### config.mk
export PLATFORM = sky130hd
export DESIGN_NAME = core_clk_mod_ctrl
export DESIGN_NICKNAME = d
export VERILOG_FILES = /design/src/rtl/cm_pkg.sv /design/src/rtl/cm_rst_sync.sv /design/src/rtl/cm_duty_merge.sv /design/src/rtl/cm_window_gen.sv /design/src/rtl/cm_halt_latch.sv /design/src/rtl/core_clk_mod_ctrl.sv
export SDC_FILE = /design/constraint.sdc
export NUM_CORES = 1
export LEC_CHECK = 0
export ABC_CLOCK_PERIOD_IN_PS = 1700
export BUFFER_PORTS_ARGS = -buffer_cell sky130_fd_sc_hd__clkbuf_2
export CORE_AREA = 3 3 40 42
export DETAILED_ROUTE_END_ITERATION = 12
export DIE_AREA = 0 0 43 45
export MAX_ROUTING_LAYER = met4
export PLACE_DENSITY = 0.66
export SYNTH_ARGS = -nofsm -noshare
export SYNTH_HDL_FRONTEND = slang
export SYNTH_SLANG_ARGS = --single-unit
### constraint.sdc
create_clock -name clk -period 1.7 [get_ports clk]
set_input_delay 0.34 -clock clk [delete_from_list [all_inputs] [get_ports clk]]
set_output_delay 0.34 -clock clk [all_outputs]
set_load 0.02 [all_outputs]
### src/rtl/cm_pkg.sv
package cm_pkg;

  // Origin of the modulation code chosen for a window.
  typedef enum logic [1:0] {
    SRC_NONE  = 2'd0,
    SRC_SW    = 2'd1,
    SRC_THERM = 2'd2
  } mod_src_e;

  localparam int DEF_THREADS    = 2;
  localparam int DEF_DUTY_W     = 3;
  localparam int DEF_THERM_DUTY = 4;

endpackage

### src/rtl/cm_rst_sync.sv
module cm_rst_sync #(
  parameter int STAGES = 2
) (
  input  logic clk,
  input  logic rst_n_in,
  output logic rst_n_out
);

  logic [STAGES-1:0] sh_q;
  logic [STAGES-1:0] sh_d;

  always_comb begin
    sh_d = {sh_q[STAGES-2:0], 1'b1};
  end

  always_ff @(posedge clk or negedge rst_n_in) begin
    if (!rst_n_in) sh_q <= '0;
    else           sh_q <= sh_d;
  end

  assign rst_n_out = sh_q[STAGES-1];

endmodule

### src/rtl/cm_duty_merge.sv
module cm_duty_merge
  import cm_pkg::*;
#(
  parameter int NUM_THREADS = DEF_THREADS,
  parameter int DUTY_W      = DEF_DUTY_W,
  parameter int THERM_DUTY  = DEF_THERM_DUTY
) (
  input  logic [NUM_THREADS-1:0]        thr_en,
  input  logic [NUM_THREADS*DUTY_W-1:0] thr_code,
  input  logic                          therm_trip,
  output logic [DUTY_W-1:0]             req_code
);

  localparam logic [DUTY_W-1:0] THERM_CODE = DUTY_W'(THERM_DUTY);

  logic [DUTY_W-1:0] sw_max;
  logic [DUTY_W-1:0] cand;
  mod_src_e          src;

  // Largest code among enabled threads; a zero code adds nothing.
  always_comb begin
    sw_max = '0;
    for (int i = 0; i < NUM_THREADS; i++) begin
      cand = thr_en[i] ? thr_code[i*DUTY_W +: DUTY_W] : '0;
      if (cand > sw_max) sw_max = cand;
    end
  end

  // The thermal floor replaces software unless software is more aggressive.
  always_comb begin
    if (therm_trip && !((sw_max != '0) && (sw_max < THERM_CODE))) src = SRC_THERM;
    else if (sw_max != '0)                                         src = SRC_SW;
    else                                                           src = SRC_NONE;
  end

  always_comb begin
    unique case (src)
      SRC_THERM: req_code = THERM_CODE;
      SRC_SW:    req_code = sw_max;
      default:   req_code = '0;
    endcase
  end

endmodule

### src/rtl/cm_window_gen.sv
module cm_window_gen #(
  parameter int DUTY_W = 3
) (
  input  logic              clk,
  input  logic              rst_n,
  input  logic [DUTY_W-1:0] req_code,
  input  logic              halt,
  output logic              clk_en,
  output logic [DUTY_W-1:0] win_cnt,
  output logic [DUTY_W-1:0] act_duty
);

  logic [DUTY_W-1:0] cnt_q, cnt_d;
  logic [DUTY_W-1:0] act_q, act_d;
  logic              win_last;

  always_comb begin
    win_last = &cnt_q;
    cnt_d    = cnt_q + 1'b1;
    act_d    = win_last ? req_code : act_q;
  end

  always_ff @(posedge clk or negedge rst_n) begin
    if (!rst_n) begin
      cnt_q <= '0;
      act_q <= '0;
    end else begin
      cnt_q <= cnt_d;
      act_q <= act_d;
    end
  end

  assign clk_en   = ~halt & ((act_q == '0) | (cnt_q < act_q));
  assign win_cnt  = cnt_q;
  assign act_duty = act_q;

endmodule

### src/rtl/cm_halt_latch.sv
module cm_halt_latch (
  input  logic clk,
  input  logic rst_n,
  input  logic crit,
  output logic halt
);

  logic halt_q, halt_d;

  always_comb begin
    halt_d = halt_q | crit;
  end

  always_ff @(posedge clk or negedge rst_n) begin
    if (!rst_n) halt_q <= 1'b0;
    else        halt_q <= halt_d;
  end

  assign halt = halt_q;

endmodule

### src/rtl/core_clk_mod_ctrl.sv
module core_clk_mod_ctrl
  import cm_pkg::*;
#(
  parameter int NUM_THREADS = DEF_THREADS,
  parameter int DUTY_W      = DEF_DUTY_W,
  parameter int THERM_DUTY  = DEF_THERM_DUTY,
  parameter int SYNC_STAGES = 2
) (
  input  logic                          clk,
  input  logic                          rst_n,
  input  logic [NUM_THREADS-1:0]        thr_mod_en,
  input  logic [NUM_THREADS*DUTY_W-1:0] thr_duty,
  input  logic [NUM_THREADS-1:0]        thr_cache_dis,
  input  logic                          therm_trip,
  input  logic                          crit_temp,
  output logic                          core_clk_en,
  output logic                          core_halt,
  output logic                          cache_disable
);

  logic              rst_sync_n;
  logic [DUTY_W-1:0] req_code;
  logic [DUTY_W-1:0] win_cnt;
  logic [DUTY_W-1:0] act_duty;

  cm_rst_sync #(.STAGES(SYNC_STAGES)) i_rst_sync (
    .clk       (clk),
    .rst_n_in  (rst_n),
    .rst_n_out (rst_sync_n)
  );

  cm_duty_merge #(
    .NUM_THREADS (NUM_THREADS),
    .DUTY_W      (DUTY_W),
    .THERM_DUTY  (THERM_DUTY)
  ) i_merge (
    .thr_en     (thr_mod_en),
    .thr_code   (thr_duty),
    .therm_trip (therm_trip),
    .req_code   (req_code)
  );

  cm_halt_latch i_halt (
    .clk   (clk),
    .rst_n (rst_sync_n),
    .crit  (crit_temp),
    .halt  (core_halt)
  );

  cm_window_gen #(.DUTY_W(DUTY_W)) i_win (
    .clk      (clk),
    .rst_n    (rst_sync_n),
    .req_code (req_code),
    .halt     (core_halt),
    .clk_en   (core_clk_en),
    .win_cnt  (win_cnt),
    .act_duty (act_duty)
  );

  assign cache_disable = |thr_cache_dis;

endmodule

==> results of run 1 <==
## synthesized netlist by cell type, types with 2 or more instances
master                    n
sky130_fd_sc_hd__nor2_1   3
sky130_fd_sc_hd__o22ai_1  2
sky130_fd_sc_hd__inv_1    7
sky130_fd_sc_hd__mux2i_1  2
sky130_fd_sc_hd__or2_2    2
sky130_fd_sc_hd__dfrtp_1  9
sky130_fd_sc_hd__nand2_1  7
sky130_fd_sc_hd__a21oi_2  2
sky130_fd_sc_hd__o21ai_0  3
sky130_fd_sc_hd__ha_1     7
sky130_fd_sc_hd__a21oi_1  2
## kinds of logic (layout without fill, tap and decap cells)
family	Yosys count	in the layout	share of synthesized area, %
mux	4	4	8.525
flops	9	9	41.48
simple gates	16	16	14.29
buf+inv	7	34	4.840
compound gates	12	12	14.05
fa+ha+maj	7	7	16.13
other cells	1	1	0.6906
## flip-flops by register name, indices dropped and copies added (netlist names)
| name | cells |
|---|---|
| i_win.act_duty | 3 |
| i_win.win_cnt | 3 |
| i_rst_sync.sh_q | 2 |
| i_halt.halt | 1 |
## cell type report
| class | count | area, µm² | share of cell area [%] |
|---|---|---|---|
| sequential | 9 | 225.2 | 28.62 |
| timing repair buffer | 23 | 146.4 | 18.60 |
| clock buffer | 4 | 26.28 | 3.339 |
| multi-input combinational | 40 | 344.1 | 43.72 |
| inverter | 7 | 26.28 | 3.339 |
| tap | 15 | 18.77 | 2.385 |
## metrics by stage
step                util (%)  hold slack (ns)  worst slack (ns)  power (mW)  area (µm²)
floorplan                  -          0.04441           -0.1073      0.3193       574.3
global placement       54.72           0.1113           -0.2684      0.3626       703.2
detailed placement     54.72           0.1229           -0.2973      0.3682       703.2
CTS                    60.47           0.1286           -0.1471      0.5433       777.0
global route           61.25           0.1403           -0.2563      0.5930       787.0
finish                 61.25           0.1126           -0.1130      0.5421       787.0
## worst max-delay path: cells and delay by family (launching register included)
kind | cells | cell delay, ns
AO/OA/AOI/OAI | 3 | 0.37
AND/OR/NAND/NOR | 1 | 0.06
buffers and inverters | 1 | 0.15
adder cells (fa/ha/maj) | 1 | 0.27
flip-flops | 1 | 0.38
## metal layers
layer	track usage [%]	vias up	part of all wire, %
li1	-	244	-
met2	25.15	19	49
met1	15.56	205	41
met4	9.036	0	4.1
met3	3.586	6	6.0
met5	-	-	0
## repair_timing
item	CTS	global route
hold buffers	1	0
buffers inserted	2	0
setup endpoints to repair	3	4
hold endpoints to repair	2	0
pin swaps	1	2
gates resized for setup	8	4
## report_power, final
group	internal, mW	switching, mW	leakage, nW
logic	0.0860	0.0645	0.281
registers	0.225	0.00777	0.113
clock network	0.0901	0.0691	0.0150
total	0.401	0.141	0.409
## worst max-delay path by stage
stage	from	to	slack (ns)	cells after the start
floorplan	thr_duty[4]	i_win.act_duty[0]	-0.11	7
global placement	thr_mod_en[0]	i_win.act_duty[0]	-0.27	9
detailed placement	thr_mod_en[0]	i_win.act_duty[0]	-0.30	9
CTS	i_win.act_duty[1]	core_clk_en	-0.15	7
global route	i_win.act_duty[1]	core_clk_en	-0.26	7
finish	i_win.win_cnt[1]	core_clk_en	-0.11	6
==> flow_summary.json, run 1 <==
{
  "vias": 474,
  "drtPass1Iterations": 4,
  "total_count_of_max_transition_violations_in_the_final_report": 0,
  "totalWireLength_um": 1071,
  "detailedRoute.firstIterationViolations": 6,
  "violations": "setup timing",
  "final.fill_count": 110,
  "synth_sequential_area_ratio_pct": 41.47,
  "regToRegEndpoint": "i_win.act_duty[1]",
  "dominantRegCellSynth": "sky130_fd_sc_hd__dfrtp_1",
  "die_w_um": 43,
  "regToRegStartpoint": "i_win.win_cnt[1]",
  "grt_start_max_net_pins": 8,
  "critical_path_endpoint_category": "output port",
  "wire_length_of_the_first_global_routing_pass_um": 2007,
  "slowest_delay_ns": 0.38,
  "synth_enable_flop_cells": 0,
  "ios": 17,
  "ys_async_sr_fraction_pct": 100.0,
  "timing.reg2reg.setup_slack_ns": 0.44,
  "power.ir.vdd_worst_v": 0.0003590,
  "detail-route-antenna-nets": 0,
  "cp_cell_sequence": "ha_1 -> a21boi_2 -> o21ai_1 -> a32oi_1 -> nor2_1 -> buf_4",
  "gp_congestion": 0.7075,
  "timing.clock.skew_ns": 0.0005153,
  "period_needed_ns": 1.813,
  "synth.largest_area_cell": "sky130_fd_sc_hd__dfrtp_1",
  "net_count_of_the_finished_layout": 105,
  "layout_common_cells": "sky130_fd_sc_hd__clkbuf_2, sky130_fd_sc_hd__dfrtp_1, sky130_fd_sc_hd__buf_4, sky130_fd_sc_hd__inv_1, sky130_fd_sc_hd__ha_1",
  "setup.worst_path.class": "register to output port",
  "dieHeight_um": 45,
  "tritoncts": "yes",
  "setup_tns_final_ns": -0.1370,
  "vias_per_cell": 4.837,
  "core_outline_area_um2": 1285,
  "insertedDiodeCount": 0,
  "p_leak_nw": 0.4090,
  "max-cap-violations": 0,
  "first_global_vias": 501,
  "root_buffer": "sky130_fd_sc_hd__clkbuf_4",
  "cts_htree_levels": 1,
  "cp_slowest_cell": "sky130_fd_sc_hd__dfrtp_1",
  "most_common_library_cell_in_the_layout_ignoring_fill_and_taps": "sky130_fd_sc_hd__clkbuf_2",
  "setup_repair_after_global_routing_missed_its_margin": "true",
  "layout.cells.non_filler": 98,
  "postLayoutSetupSlackWorst_ns": -0.1130,
  "postSynthRegisterBits": 9,
  "worst_ep_required_ns": 1.36,
  "setup-violations-final": 3,
  "synth_top_cell_area_share_pct": 41.47,
  "area_enclosed_by_the_die_boundary_um2": 1935,
  "numCtsBuffers": 3,
  "avgRoutedWirePerCell_um": 10.93,
  "critical_path_arrival_ns": 1.47,
  "postSynthCellCount": 56,
  "p_per_area_nw_per_um2": 688.8,
  "post-place-cells": 91,
  "post_synth.cell_area_avg_um2": 9.697,
  "synthDistinctLibCells": 21,
  "clk_latency_ns": 0.25,
  "finalCritPeriodShare_pct": 106.6,
  "final_hold_viol_count": 0,
  "final_layout_size_suffix_gt1_share_pct": 51.81,
  "antenna_found_initial": 0,
  "clk_path_buf_depth": 2,
  "netlist_area_um2": 543.0,
  "worst_r2r_path_depth": 5,
  "fp-row-count": 13,
  "yosys-top-cells-area": "sky130_fd_sc_hd__dfrtp_1, sky130_fd_sc_hd__ha_1, sky130_fd_sc_hd__inv_1",
  "port-buffer-count": 16,
  "initial_core_util_pct": 42.26,
  "fmaxAchievable_ghz": 0.5516,
  "clk_pin_slew_worst_paths_ns": 0.06,
  "drc": 0,
  "path_max_fanout": 2,
  "outcome": "complete, but fails checks",
  "syn-num-nets": 77,
  "cts.sinks": 9,
  "post-dp-hpwl_um": 896.9,
  "ys_warn_count": 0,
  "gr-usage-all-layers_pct": 14.79,
  "area.growth.synth_to_final_pct": 44.93,
  "worstSetupStartpointType": "register",
  "grt_remaining_overflow": 0,
  "class_of_the_tightest_hold_or_removal_check": "register to async pin"
}
No activity file was read; power rests on OpenSTA's default activity.
==> inputs of run 2 (changes only) <==
--- a/config.mk
+++ b/config.mk
@@ -12,6 +12,7 @@
 export DIE_AREA = 0 0 43 45
 export MAX_ROUTING_LAYER = met4
 export PLACE_DENSITY = 0.66
+export REMOVE_ABC_BUFFERS = 1
 export SYNTH_ARGS = -nofsm -noshare
 export SYNTH_HDL_FRONTEND = slang
 export SYNTH_SLANG_ARGS = --single-unit
==> run 2 against run 1 <==
  * The run still ends with setup timing left
  * Core utilization increased by 5.6 points
  * Sequential cell count unchanged
  * Cell count increased by 1.0%
  * Combinational power increased by 25%
  * Worst hold slack improved by 0.0015 ns
  * Global-route usage decreased by 0.90 points
  * Clock power about the same
  * Design area increased by 9.2%
  * Die area unchanged
  * Wire length increased by 17%
  * Non-clock buffer count increased by 1
  * Critical endpoint unchanged
==> flow_summary.json, run 2 (synthesis gave the netlist of run 1 again) <==
{
  "outcome": "complete, but fails checks",
  "violations": "setup timing",
  "layout_common_cells": "sky130_fd_sc_hd__clkbuf_2, sky130_fd_sc_hd__dfrtp_1, sky130_fd_sc_hd__buf_4, sky130_fd_sc_hd__inv_1, sky130_fd_sc_hd__nand2_2",
  "detailedRoute.firstIterationViolations": 2,
  "total_count_of_max_transition_violations_in_the_final_report": 0,
  "fmaxAchievable_ghz": 0.5468,
  "ios": 17,
  "worstSetupStartpointType": "register",
  "total_power_mw": 0.5818,
  "numCtsBuffers": 3,
  "postLayoutSetupSlackWorst_ns": -0.1289,
  "vias_per_cell": 5.010,
  "insertedDiodeCount": 0,
  "gp_congestion": 0.6737,
  "initial_core_util_pct": 42.26,
  "gr-usage-all-layers_pct": 13.89,
  "root_buffer": "sky130_fd_sc_hd__clkbuf_4",
  "clk_pin_slew_worst_paths_ns": 0.06,
  "period_needed_ns": 1.829,
  "most_common_library_cell_in_the_layout_ignoring_fill_and_taps": "sky130_fd_sc_hd__clkbuf_2",
  "grt_remaining_overflow": 0,
  "tritoncts": "yes",
  "port-buffer-count": 16,
  "path_max_fanout": 3,
  "vias": 496,
  "gr-max-usage-layer": "met2",
  "detail-route-antenna-nets": 0,
  "layout.cells.non_filler": 99,
  "fp-row-count": 13,
  "grt_start_max_net_pins": 8,
  "post-dp-hpwl_um": 830.8,
  "area.growth.synth_to_final_pct": 58.29,
  "globalRouteMet2Util_pct": 21.56,
  "first_global_vias": 474,
  "critical_path_endpoint_category": "output port",
  "p_per_area_nw_per_um2": 676.8,
  "drc": 0,
  "setup_tns_final_ns": -0.2396,
  "avgRoutedWirePerCell_um": 12.64,
  "drtPass1Iterations": 2,
  "p_leak_nw": 0.4231,
  "setup.worst_path.class": "register to output port",
  "cts_htree_levels": 1,
  "gr-usage-met1_pct": 16.46,
  "area_enclosed_by_the_die_boundary_um2": 1935,
  "timing.clock.skew_ns": 0.003352,
  "wire_length_of_the_first_global_routing_pass_um": 1897,
  "net_count_of_the_finished_layout": 106,
  "setup_repair_after_global_routing_missed_its_margin": "true",
  "power.ir.vdd_worst_v": 0.0005923,
  "class_of_the_tightest_hold_or_removal_check": "register to async pin",
  "hold_ws_ns": 0.1141,
  "post-place-cells": 92,
  "worst_ep_required_ns": 1.36,
  "final_layout_size_suffix_gt1_share_pct": 59.52,
  "critical_path_arrival_ns": 1.49,
  "clk_path_buf_depth": 2,
  "finalCritPeriodShare_pct": 107.6,
  "max-cap-violations": 0,
  "clk_latency_ns": 0.26,
  "final_hold_viol_count": 0,
  "cts.sinks": 9,
  "groute.layer.met3.usage_pct": 7.570,
  "dieHeight_um": 45,
  "antenna_found_initial": 0,
  "core_outline_area_um2": 1285,
  "die_w_um": 43,
  "setup-violations-final": 3,
  "totalWireLength_um": 1251
}
-- run 2: changes by cell type in the layout (fill, tap and decap cells not counted), moves of 2 or more --
cell	before	now
sky130_fd_sc_hd__a21oi_2	3	0
sky130_fd_sc_hd__a21oi_4	0	2
sky130_fd_sc_hd__buf_6	0	3
sky130_fd_sc_hd__clkbuf_2	14	12
sky130_fd_sc_hd__ha_1	5	3
-- run 2: per-layer routing --
metal	up-vias	part of all wire, %
met4	0	1.5
met5	-	0
met2	17	51
li1	246	-
met3	2	6.2
met1	231	42
-- run 2: path summary, 6_finish.rpt --
path	slack (ns)	cells after the start	start	end
setup / recovery	-0.13	7	i_win.act_duty[1]	core_clk_en
hold / removal	0.11	0	i_rst_sync.sh_q[1]	i_win.act_duty[1]
setup reg to reg	0.47	4	i_win.win_cnt[1]	i_win.act_duty[1]
hold reg to reg	0.11	0	i_rst_sync.sh_q[1]	i_win.act_duty[1]
max in group asynchronous	1.22	2	rst_n	i_rst_sync.sh_q[1]
min in group clk	0.28	2	crit_temp	i_halt.halt
-- run 2: metrics by stage --
| stage | area [µm²] | setup slack [ns] | utilization (%) |
|---|---|---|---|
| 3_5_place_dp | 679.4 | -0.3384 | 52.87 |
| 4_1_cts | 768.2 | -0.1452 | 59.79 |
| 5_1_grt | 859.6 | -0.2523 | 66.89 |
| 2_1_floorplan | 543.0 | -0.2172 | - |
| 3_3_place_gp | 679.4 | -0.3227 | 52.87 |
| 6_report | 859.6 | -0.1289 | 66.89 |
-- run 2: repair_timing --
action                                  CTS  global route
endpoints found under the hold margin     2             0
pin swaps                                 3             4
buffers inserted                          1             1
hold buffers                              1             0
resized for setup                         8            24
endpoints found under the setup margin    3             4
-- run 2: area by class of cell --
| cell class | instances | area, µm² |
|---|---|---|
| multi-input combinational | 40 | 397.9 |
| clock inverter | 1 | 5.005 |
| fill | 92 | 425.4 |
| timing repair buffer | 24 | 163.9 |
| inverter | 7 | 26.28 |
| sequential | 9 | 225.2 |
| tap | 15 | 18.77 |
| clock buffer | 3 | 22.52 |
-- run 2: worst max-delay path: stages (launching register included) --
cell	delay (ns)
sky130_fd_sc_hd__dfrtp_1	0.39
sky130_fd_sc_hd__inv_2	0.10
sky130_fd_sc_hd__ha_4	0.20
sky130_fd_sc_hd__a21boi_2	0.14
sky130_fd_sc_hd__o21ai_1	0.11
sky130_fd_sc_hd__a32oi_1	0.06
sky130_fd_sc_hd__nor2_1	0.09
sky130_fd_sc_hd__buf_4	0.14
-- run 2: where the power goes --
part | total (mW) | switching, mW | leakage (nW) | internal, mW
Sequential | 0.233 | 0.00833 | 0.113 | 0.225
Combinational | 0.189 | 0.0811 | 0.292 | 0.108
Clock | 0.160 | 0.0736 | 0.0177 | 0.0866
